**config.mk**
```make
export PLATFORM = sky130hd
export DESIGN_NAME = pageAccessEval
export DESIGN_NICKNAME = d
export VERILOG_FILES = /design/src/rtl/pageAccessPkg.sv /design/src/rtl/ppRightsDecode.sv /design/src/rtl/classKeyRights.sv /design/src/rtl/pageAccessControl.sv /design/src/rtl/pageAccessDatapath.sv /design/src/rtl/pageAccessEval.sv
export SDC_FILE = /design/constraint.sdc
export NUM_CORES = 1
export LEC_CHECK = 0
export BUFFER_PORTS_ARGS = -buffer_cell sky130_fd_sc_hd__buf_2
export CAP_MARGIN = 20
export CORE_AREA = 4 4 140 142
export DETAILED_ROUTE_END_ITERATION = 10
export DIE_AREA = 0 0 144 146
export PLACE_DENSITY = 0.45
export SETUP_SLACK_MARGIN = 0.4
export SLEW_MARGIN = 15
export SYNTH_ARGS = -nofsm -noshare
export SYNTH_HDL_FRONTEND = slang
export SYNTH_SLANG_ARGS = --single-unit
```
**constraint.sdc**
```tcl
create_clock -name vclk -period 3.5
set_input_delay 0.875 -clock vclk [all_inputs]
set_output_delay 0.875 -clock vclk [all_outputs]
set_load 0.05 [all_outputs]
```
**src/rtl/pageAccessPkg.sv**
```systemverilog
package pageAccessPkg;

  localparam int ADDR_W       = 64;
  localparam int WORD_W       = 64;
  localparam int MASK_W       = 64;
  localparam int KEY_W        = 5;
  localparam int SYN_W        = 32;
  localparam int REAL_CLR_BITS = 4;

  // page entry field positions
  localparam int PTE_PP_LO    = 0;
  localparam int PTE_NOEXEC   = 2;
  localparam int PTE_GUARD    = 3;
  localparam int PTE_KEY_LO   = 9;
  localparam int PTE_PP_HI    = 63;

  // segment word field positions
  localparam int SEG_NOEXEC   = 9;
  localparam int SEG_USERKEY  = 10;
  localparam int SEG_SUPKEY   = 11;

  // syndrome values
  localparam logic [SYN_W-1:0] SYN_SEG_NX = 32'h1000_0000;
  localparam logic [SYN_W-1:0] SYN_PROT   = 32'h0800_0000;
  localparam logic [SYN_W-1:0] SYN_STORE  = 32'h0200_0000;
  localparam logic [SYN_W-1:0] SYN_KEY    = 32'h0020_0000;

  typedef enum logic [1:0] {
    ACC_READ  = 2'd0,
    ACC_WRITE = 2'd1,
    ACC_FETCH = 2'd2,
    ACC_ALTRD = 2'd3
  } accKind_e;

  typedef struct packed {
    logic rd;
    logic wr;
    logic ex;
  } rights_t;

  typedef struct packed {
    logic bypass;
    logic segNxFault;
    logic denied;
    logic pageShort;
    logic keyShort;
    logic isStore;
    logic isFetch;
  } strobes_t;

endpackage

```
**src/rtl/ppRightsDecode.sv**
```systemverilog
module ppRightsDecode
  import pageAccessPkg::*;
(
  input  logic       keyBit,
  input  logic [2:0] protCode,
  output logic       rdOk,
  output logic       wrOk
);

  always_comb begin
    rdOk = 1'b0;
    wrOk = 1'b0;
    if (!keyBit) begin
      unique case (protCode)
        3'd0, 3'd1, 3'd2: begin rdOk = 1'b1; wrOk = 1'b1; end
        3'd3, 3'd6:       begin rdOk = 1'b1; end
        default:          ;
      endcase
    end else begin
      unique case (protCode)
        3'd2:       begin rdOk = 1'b1; wrOk = 1'b1; end
        3'd1, 3'd3: begin rdOk = 1'b1; end
        default:    ;
      endcase
    end
  end

endmodule

```
**src/rtl/classKeyRights.sv**
```systemverilog
module classKeyRights
  import pageAccessPkg::*;
#(
  parameter int MASK_BITS = MASK_W,
  parameter int KEY_BITS  = KEY_W
) (
  input  logic [MASK_BITS-1:0] maskReg,
  input  logic                 maskEnable,
  input  logic [KEY_BITS-1:0]  classKey,
  output logic                 rdOk,
  output logic                 wrOk
);

  localparam int KEYS = 1 << KEY_BITS;

  logic [1:0] pairs [KEYS];

  // key k owns the pair at 2*(KEYS-1-k): key 0 sits at the top of the register
  for (genvar k = 0; k < KEYS; k++) begin : g_pair
    assign pairs[k] = maskReg[2*(KEYS-1-k) +: 2];
  end

  logic [1:0] selPair;
  assign selPair = pairs[classKey];

  assign rdOk = maskEnable ? selPair[0] : 1'b1;
  assign wrOk = maskEnable ? selPair[1] : 1'b1;

endmodule

```
**src/rtl/pageAccessControl.sv**
```systemverilog
module pageAccessControl
  import pageAccessPkg::*;
(
  input  logic [1:0] accType,
  input  logic       instReloc,
  input  logic       dataReloc,
  input  logic       segNoExec,
  input  logic       pageLack,
  input  logic       keyLack,
  output strobes_t   strobes
);

  logic isFetch;
  logic relocOn;
  logic nxHit;

  always_comb begin
    isFetch = (accType == ACC_FETCH);
    relocOn = isFetch ? instReloc : dataReloc;
    nxHit   = relocOn && isFetch && segNoExec;

    strobes.bypass     = !relocOn;
    strobes.segNxFault = nxHit;
    strobes.denied     = relocOn && (nxHit || pageLack || keyLack);
    strobes.pageShort  = pageLack;
    strobes.keyShort   = keyLack;
    strobes.isStore    = (accType == ACC_WRITE);
    strobes.isFetch    = isFetch;
  end

endmodule

```
**src/rtl/pageAccessDatapath.sv**
```systemverilog
module pageAccessDatapath
  import pageAccessPkg::*;
(
  input  logic [WORD_W-1:0] pteWord,
  input  logic [WORD_W-1:0] segWord,
  input  logic              probState,
  input  logic [MASK_W-1:0] maskReg,
  input  logic              maskEnable,
  input  logic [1:0]        accType,
  input  logic [ADDR_W-1:0] effAddr,
  input  strobes_t          strobes,
  output logic              pageLack,
  output logic              keyLack,
  output logic [ADDR_W-1:0] realAddr,
  output rights_t           rights,
  output logic              grant,
  output logic [SYN_W-1:0]  syndrome
);

  logic       keyBit;
  logic [2:0] protCode;
  logic [KEY_W-1:0] classKey;
  rights_t    pageR;
  rights_t    maskR;
  rights_t    bothR;
  rights_t    need;

  assign keyBit   = probState ? segWord[SEG_USERKEY] : segWord[SEG_SUPKEY];
  assign protCode = {pteWord[PTE_PP_HI], pteWord[PTE_PP_LO +: 2]};
  assign classKey = pteWord[PTE_KEY_LO +: KEY_W];

  ppRightsDecode u_ppDecode (
    .keyBit  (keyBit),
    .protCode(protCode),
    .rdOk    (pageR.rd),
    .wrOk    (pageR.wr)
  );

  assign pageR.ex = !(pteWord[PTE_NOEXEC] || pteWord[PTE_GUARD] || segWord[SEG_NOEXEC]);

  classKeyRights #(.MASK_BITS(MASK_W), .KEY_BITS(KEY_W)) u_keyRights (
    .maskReg   (maskReg),
    .maskEnable(maskEnable),
    .classKey  (classKey),
    .rdOk      (maskR.rd),
    .wrOk      (maskR.wr)
  );

  assign maskR.ex = 1'b1;
  assign bothR    = pageR & maskR;

  always_comb begin
    need = '0;
    unique case (accType)
      ACC_WRITE: need.wr = 1'b1;
      ACC_FETCH: need.ex = 1'b1;
      default:   need.rd = 1'b1;
    endcase
  end

  assign pageLack = |(need & ~pageR);
  assign keyLack  = |(need & ~maskR);

  always_comb begin
    realAddr = '0;
    rights   = bothR;
    syndrome = '0;
    if (strobes.bypass) begin
      realAddr = {{REAL_CLR_BITS{1'b0}}, effAddr[ADDR_W-REAL_CLR_BITS-1:0]};
      rights   = '1;
    end else if (strobes.denied) begin
      if (strobes.segNxFault) begin
        syndrome = SYN_SEG_NX;
      end else if (strobes.isFetch) begin
        syndrome = SYN_PROT;
      end else begin
        if (strobes.pageShort) syndrome = syndrome | SYN_PROT;
        if (strobes.isStore)   syndrome = syndrome | SYN_STORE;
        if (strobes.keyShort)  syndrome = syndrome | SYN_KEY;
      end
    end
  end

  assign grant = !strobes.denied;

endmodule

```
**src/rtl/pageAccessEval.sv**
```systemverilog
module pageAccessEval
  import pageAccessPkg::*;
(
  input  logic [63:0] pteWord,
  input  logic [63:0] segWord,
  input  logic        probState,
  input  logic [63:0] maskReg,
  input  logic        maskEnable,
  input  logic [1:0]  accType,
  input  logic        instReloc,
  input  logic        dataReloc,
  input  logic [63:0] effAddr,
  output logic [63:0] realAddr,
  output logic        allowRead,
  output logic        allowWrite,
  output logic        allowExec,
  output logic        grant,
  output logic        segNoExecFault,
  output logic [31:0] syndrome
);

  strobes_t strobes;
  rights_t  rights;
  logic     pageLack;
  logic     keyLack;

  pageAccessControl u_ctrl (
    .accType  (accType),
    .instReloc(instReloc),
    .dataReloc(dataReloc),
    .segNoExec(segWord[SEG_NOEXEC]),
    .pageLack (pageLack),
    .keyLack  (keyLack),
    .strobes  (strobes)
  );

  pageAccessDatapath u_dp (
    .pteWord   (pteWord),
    .segWord   (segWord),
    .probState (probState),
    .maskReg   (maskReg),
    .maskEnable(maskEnable),
    .accType   (accType),
    .effAddr   (effAddr),
    .strobes   (strobes),
    .pageLack  (pageLack),
    .keyLack   (keyLack),
    .realAddr  (realAddr),
    .rights    (rights),
    .grant     (grant),
    .syndrome  (syndrome)
  );

  assign allowRead      = rights.rd;
  assign allowWrite     = rights.wr;
  assign allowExec      = rights.ex;
  assign segNoExecFault = strobes.segNxFault;

endmodule

```
## Word-level counts from Yosys, hierarchy flattened

Cells that the tools add are included.

| storage, ports and cells | value |
|---|---|
| flip-flop bits (word level) | 0 |
| bits in latches | 0 |
| memory bits (writable) | 0 |
| ROM bits | 0 |
| input port bits | 262 |
| output and inout bits | 101 |
| word-level logic and storage cells | 54 |
| memories | 0 |

| operators by class | value |
|---|---|
| add/sub/neg operators | 0 |
| $mul | 0 |
| divide/modulo/power cells | 0 |
| $lt $le $gt $ge | 1 |
| equality and inequality tests | 6 |
| shift-type cells | 0 |
| multiplexer cells | 25 |
| bitwise gates (word level) | 6 |
| reduce and logical (&&, ||, !) cells | 16 |

Operators by type and width:

| operator | number |
|---|---|
| 32-bit 2-to-1 mux | 3 |
| 60-bit 2-to-1 mux | 1 |
| 28-bit 2-to-1 mux | 2 |
| 26-bit 2-to-1 mux | 1 |
| 22-bit 2-to-1 mux | 1 |
| 1-bit 2-to-1 mux | 13 |
| 3-bit OR reduction | 4 |
| 2-bit binary-select mux with 5-bit select | 1 |
| 3-bit bitwise AND | 3 |
| 3-bit by 2-bit equality test with 1-bit output, second input constant | 2 |
| 6-bit >= comparator, second input constant | 1 |
| 3-bit NOT | 2 |
| 5-bit NOT with 6-bit output | 1 |
| 5-bit OR reduction | 1 |
| 1-bit logical OR | 4 |
| 2-bit 2-to-1 mux | 2 |
| 3-bit by 1-bit equality test with 1-bit output, second input constant | 1 |
| 3-bit equality test, second input constant | 1 |
| 1-bit logical AND | 3 |
| 3-bit logical NOT | 1 |
| 3-bit 2-to-1 mux | 1 |
| 2-bit by 1-bit equality test with 1-bit output, second input constant | 1 |
| 2-bit equality test, second input constant | 1 |
| 1-bit logical NOT | 2 |
| 2-bit OR reduction | 1 |

## Longest topological paths before layout

| depth | value |
|---|---|
| depth after elaboration | 14 |
| gate-level depth with buffers | 8 |
| mapped depth without buffers | 6 |

## Modules after synthesis

Synthesis repeated with hierarchy kept, for this count alone.

| unflattened totals | value |
|---|---|
| cell total of the unflattened synthesis | 209 |
| area total of the unflattened synthesis | 1544.0 um^2 |

By module, submodules not included:

| module | times used | cells an instance | area each (um^2) | seq. area each (um^2) |
|---|---|---|---|---|
| pageAccessDatapath | 1 | 121 | 818.3 | 0.0 |
| classKeyRights | 1 | 72 | 615.6 | 0.0 |
| pageAccessControl | 1 | 10 | 71.3 | 0.0 |
| ppRightsDecode | 1 | 6 | 38.8 | 0.0 |

## Worst setup path before layout

No wires, ideal clock.

| timing | value |
|---|---|
| path type | input-to-output |
| from | input port pteWord[9] |
| to | output port syndrome[21] |
| arrival | 3.358 ns |
| required time | 2.625 ns |
| path slack | -0.733 ns |
| cell stages on the path | 8 |
| path buffers | 2 |
| cells stage by stage | buf_6 -> buf_12 -> mux4_2 -> a22oi_2 -> nand3_1 -> o22ai_2 -> nor2_1 -> nor3b_1 |

| between the ends | value |
|---|---|
| word-level cells in the longest chain between the ends | 13 |
| elaborated cells between the ends (all ways) | 16 |
| classes of those cells | 10 x mux; 3 x bitwise; 3 x reduce/logical |

Ends and longest elaborated chain:

| item | RTL line | source |
|---|---|---|
| from (decl) | pageAccessEval.sv:4 | `input logic [63:0] pteWord,` |
| 5-bit NOT with 6-bit output (implied by the code) * | classKeyRights.sv:24 | `assign selPair = pairs[classKey];` |
| 2-bit binary-select mux with 5-bit select * | classKeyRights.sv:24 |  |
| 2-bit 2-to-1 mux (implied by the code) * (2 in series) | classKeyRights.sv:24 |  |
| 1-bit 2-to-1 mux, on equally long branches | classKeyRights.sv:27, classKeyRights.sv:26 |  |
| 3-bit NOT * | pageAccessDatapath.sv:62 | `assign keyLack = \|(need & ~maskR);` |
| 3-bit bitwise AND * | pageAccessDatapath.sv:62 |  |
| 3-bit OR reduction * | pageAccessDatapath.sv:62 |  |
| 22-bit 2-to-1 mux | pageAccessDatapath.sv:79 | `if (strobes.keyShort) syndrome = syndrome \| SYN_KEY;` |
| 28-bit 2-to-1 mux | pageAccessDatapath.sv:74 | `end else if (strobes.isFetch) begin` |
| 32-bit 2-to-1 mux | pageAccessDatapath.sv:72 | `if (strobes.segNxFault) begin` |
| 32-bit 2-to-1 mux * | pageAccessDatapath.sv:71 | `end else if (strobes.denied) begin` |
| 32-bit 2-to-1 mux * | pageAccessDatapath.sv:68 | `if (strobes.bypass) begin` |
| to (decl) | pageAccessEval.sv:19 | `output logic [31:0] syndrome` |

Every way passes the cells marked *; elsewhere a longest branch is shown, timed or not. The select of a mux whose other input is x is not followed.

## Final worst setup path

| timing | value |
|---|---|
| from | input port pteWord[9] |
| to | output port syndrome[25] |

| between the ends | value |
|---|---|
| word-level cells in the longest chain between the ends | 12 |
| elaborated cells between the ends (all ways) | 13 |
| classes of those cells | 7 x mux; 3 x bitwise; 3 x reduce/logical |

Ends and longest elaborated chain:

| item | RTL line | source |
|---|---|---|
| 5-bit NOT with 6-bit output (implied by the code) * | classKeyRights.sv:24 |  |
| 2-bit binary-select mux with 5-bit select * | classKeyRights.sv:24 |  |
| 2-bit 2-to-1 mux (implied by the code) * (2 in series) | classKeyRights.sv:24 |  |
| 1-bit 2-to-1 mux, on equally long branches | classKeyRights.sv:27, classKeyRights.sv:26 |  |
| 3-bit NOT * | pageAccessDatapath.sv:62 |  |
| 3-bit bitwise AND * | pageAccessDatapath.sv:62 |  |
| 3-bit OR reduction * | pageAccessDatapath.sv:62 |  |
| 1-bit logical OR * | pageAccessControl.sv:24 | `strobes.denied = relocOn && (nxHit \|\| pageLack \|\| keyLack);` |
| 1-bit logical AND * | pageAccessControl.sv:24 |  |
| 32-bit 2-to-1 mux * | pageAccessDatapath.sv:71 |  |
| 32-bit 2-to-1 mux * | pageAccessDatapath.sv:68 |  |

Marked as above.

==> reports/qor.yml <==
hold_path_class: "in -> out"
finalSetupTns_ns: -0.826
cp-end-kind: "primary output"
status: "finished, violations left"
setup_violations: 5
grt_usage: 0.0604
core_um2: 18500
ios: 363
leakage_nw: 1.79
drt-total-wl_um: 7680
nClkBuffers: 0
switching_power_uw: 416
final_cells: 655
regArea_um2: 0
grt_overflow: 0
period_needed_ns: 3.75
synth_top_cell_by_area: "and2_1"
antenna_found_initial: 1
violations: "negative setup slack"
critPathKind: "in -> out"
fill_cells: 2074
rsz0062_at_grt: "true"
die_area_um2: 21000
dp.cells: 648
synth_area_per_cell_um2: 8.19
seqPwrFrac: 0
clkPwrFrac: 0
crit_arrival_ns: 2.88
num_vias: 2168
multiInputGateArea_um2: 1490
hold_viol: 0
drtIter0Drc: 31
netlist_top_cells_area: "and2_1, buf_4, mux4_1"
p_int_uw: 278
place_ws_ns: -0.469
ant_nets: 0
fmax_ghz: 0.266
firstDrtPassIters: 4
synth_top_area_frac: 0.237
port_buffers: 212
antenna_cells: 0
setup_ws_ns: -0.255
grt_pass1_wl_um: 10200
synthToLayoutAreaGrowth_pct: 120
cp_max_fo: 7
switching_share: 0.600
netlist_instances: 193
syn_area_um2: 1580
startpoint_type: "primary input"
die_w_um: 144
netlist-cell-type-count: 43
cap_viol_max_count: 0
start_util: 0.0857
avgViaCountPerCell: 3.31
seq_cell_count: 0
grt_max_degree: 35
avgRoutedWirePerCell_um: 11.7
peakVddDrop_uv: 47.8
synth-seq-area-share: 0
cp.required_ns: 2.62
comb_power_share: 1.000
drive_above_1_share: 0.762
synthTopCellsByCount: "and2_1, buf_4, mux2i_1, inv_1"
yosysMostFrequentCell: "and2_1"
nets: 688
power_per_cell_area_nw_per_um2: 200
drc: 0
finalCritPeriodShare: 1.07
yosysWarnings: 0
dp_hpwl_um: 6920
gp_congestion: 0.690
num_rows: 50
finalMaxSlewViolations: 0
die_h_um: 146
grt_pass1_vias: 2102
cts_hold_buf: 0
## per-stage QoR
| stage | power (mW) | utilization | instance area, µm² | hold WS (ns) |
|---|---|---|---|---|
| final | 0.694 | 0.188 | 3480 | 2.10 |
| after global routing | 0.736 | 0.188 | 3480 | 2.11 |
| after CTS | 0.669 | 0.179 | 3300 | 2.11 |
| after detailed placement | 0.631 | 0.170 | 3130 | 2.11 |
| after global placement | 0.631 | 0.170 | 3130 | 2.11 |
| after floorplan | 0.456 | - | 1800 | 1.94 |
## power by group through the flow
stage,clock (mW),combinational (mW),sequential (mW)
2_1_floorplan,0,0.456,0
4_1_cts,0,0.669,0
3_3_place_gp,0,0.631,0
6_report,0,0.694,0
3_5_place_dp,0,0.631,0
5_1_grt,0,0.736,0
## layout by cell type (no fill, tap or decap), drive strengths merged, types with 2 or more instances in the layout
cell,Yosys,routed
a21oi,3,3
a221o,2,2
a22oi,5,5
a31o,2,2
and2,60,60
and2b,3,3
and3,2,2
buf,35,238
clkbuf,9,3
conb,1,32
ha,3,3
inv,8,8
mux2i,9,9
mux4,12,12
nand2,2,2
nand2b,3,3
nand3,4,4
nor2,7,7
nor2b,2,2
nor3b,2,2
o21ai,4,4
o22ai,4,4
or2,3,3
## cells by family (layout without fill, tap and decap cells)
kind of cell	after synthesis	count (layout)	share of synthesized area
other	1	32	0.00237
AOI/OAI and AO/OA	24	24	0.133
and+or+nand+nor	91	91	0.357
muxes	22	22	0.252
adders and majority gates	3	3	0.0237
buffers and inverters	52	249	0.233
## metal layers
layer / global-route usage / part of all wire
met3: 0.00887 / 0.12
met4: 0 / 0.0017
met5: 0 / 0
met1: 0.0613 / 0.34
met2: 0.132 / 0.53
## area by class of cell
type / count / share of cell area
inverter: 8 / 0.00864
multi-input combinational: 172 / 0.430
tap: 234 / 0.0842
timing repair buffer: 241 / 0.477
## worst paths after layout
kind | startpoint | to | depth (start not counted)
setup / recovery | pteWord[9] | syndrome[25] | 11
hold / removal | effAddr[28] | realAddr[28] | 3
## critical path, cell delays in order
cell	delay, ns
buf_8	0.10
buf_12	0.13
mux4_2	0.32
and2b_2	0.21
o21ai_2	0.17
o32ai_2	0.09
buf_4	0.16
a2111oi_4	0.46
buf_12	0.17
nor3b_4	0.04
buf_12	0.15
## what timing repair did
action | 4_1_cts | 5_1_grt
pin swaps | 9 | 9
endpoints found under the setup margin | 64 | 64
hold endpoints to repair | 0 | 0
resized for setup | 58 | 54
buffers inserted | 3 | 3
gates cloned | 0 | 1
No activity file was read; power rests on OpenSTA's default activity.
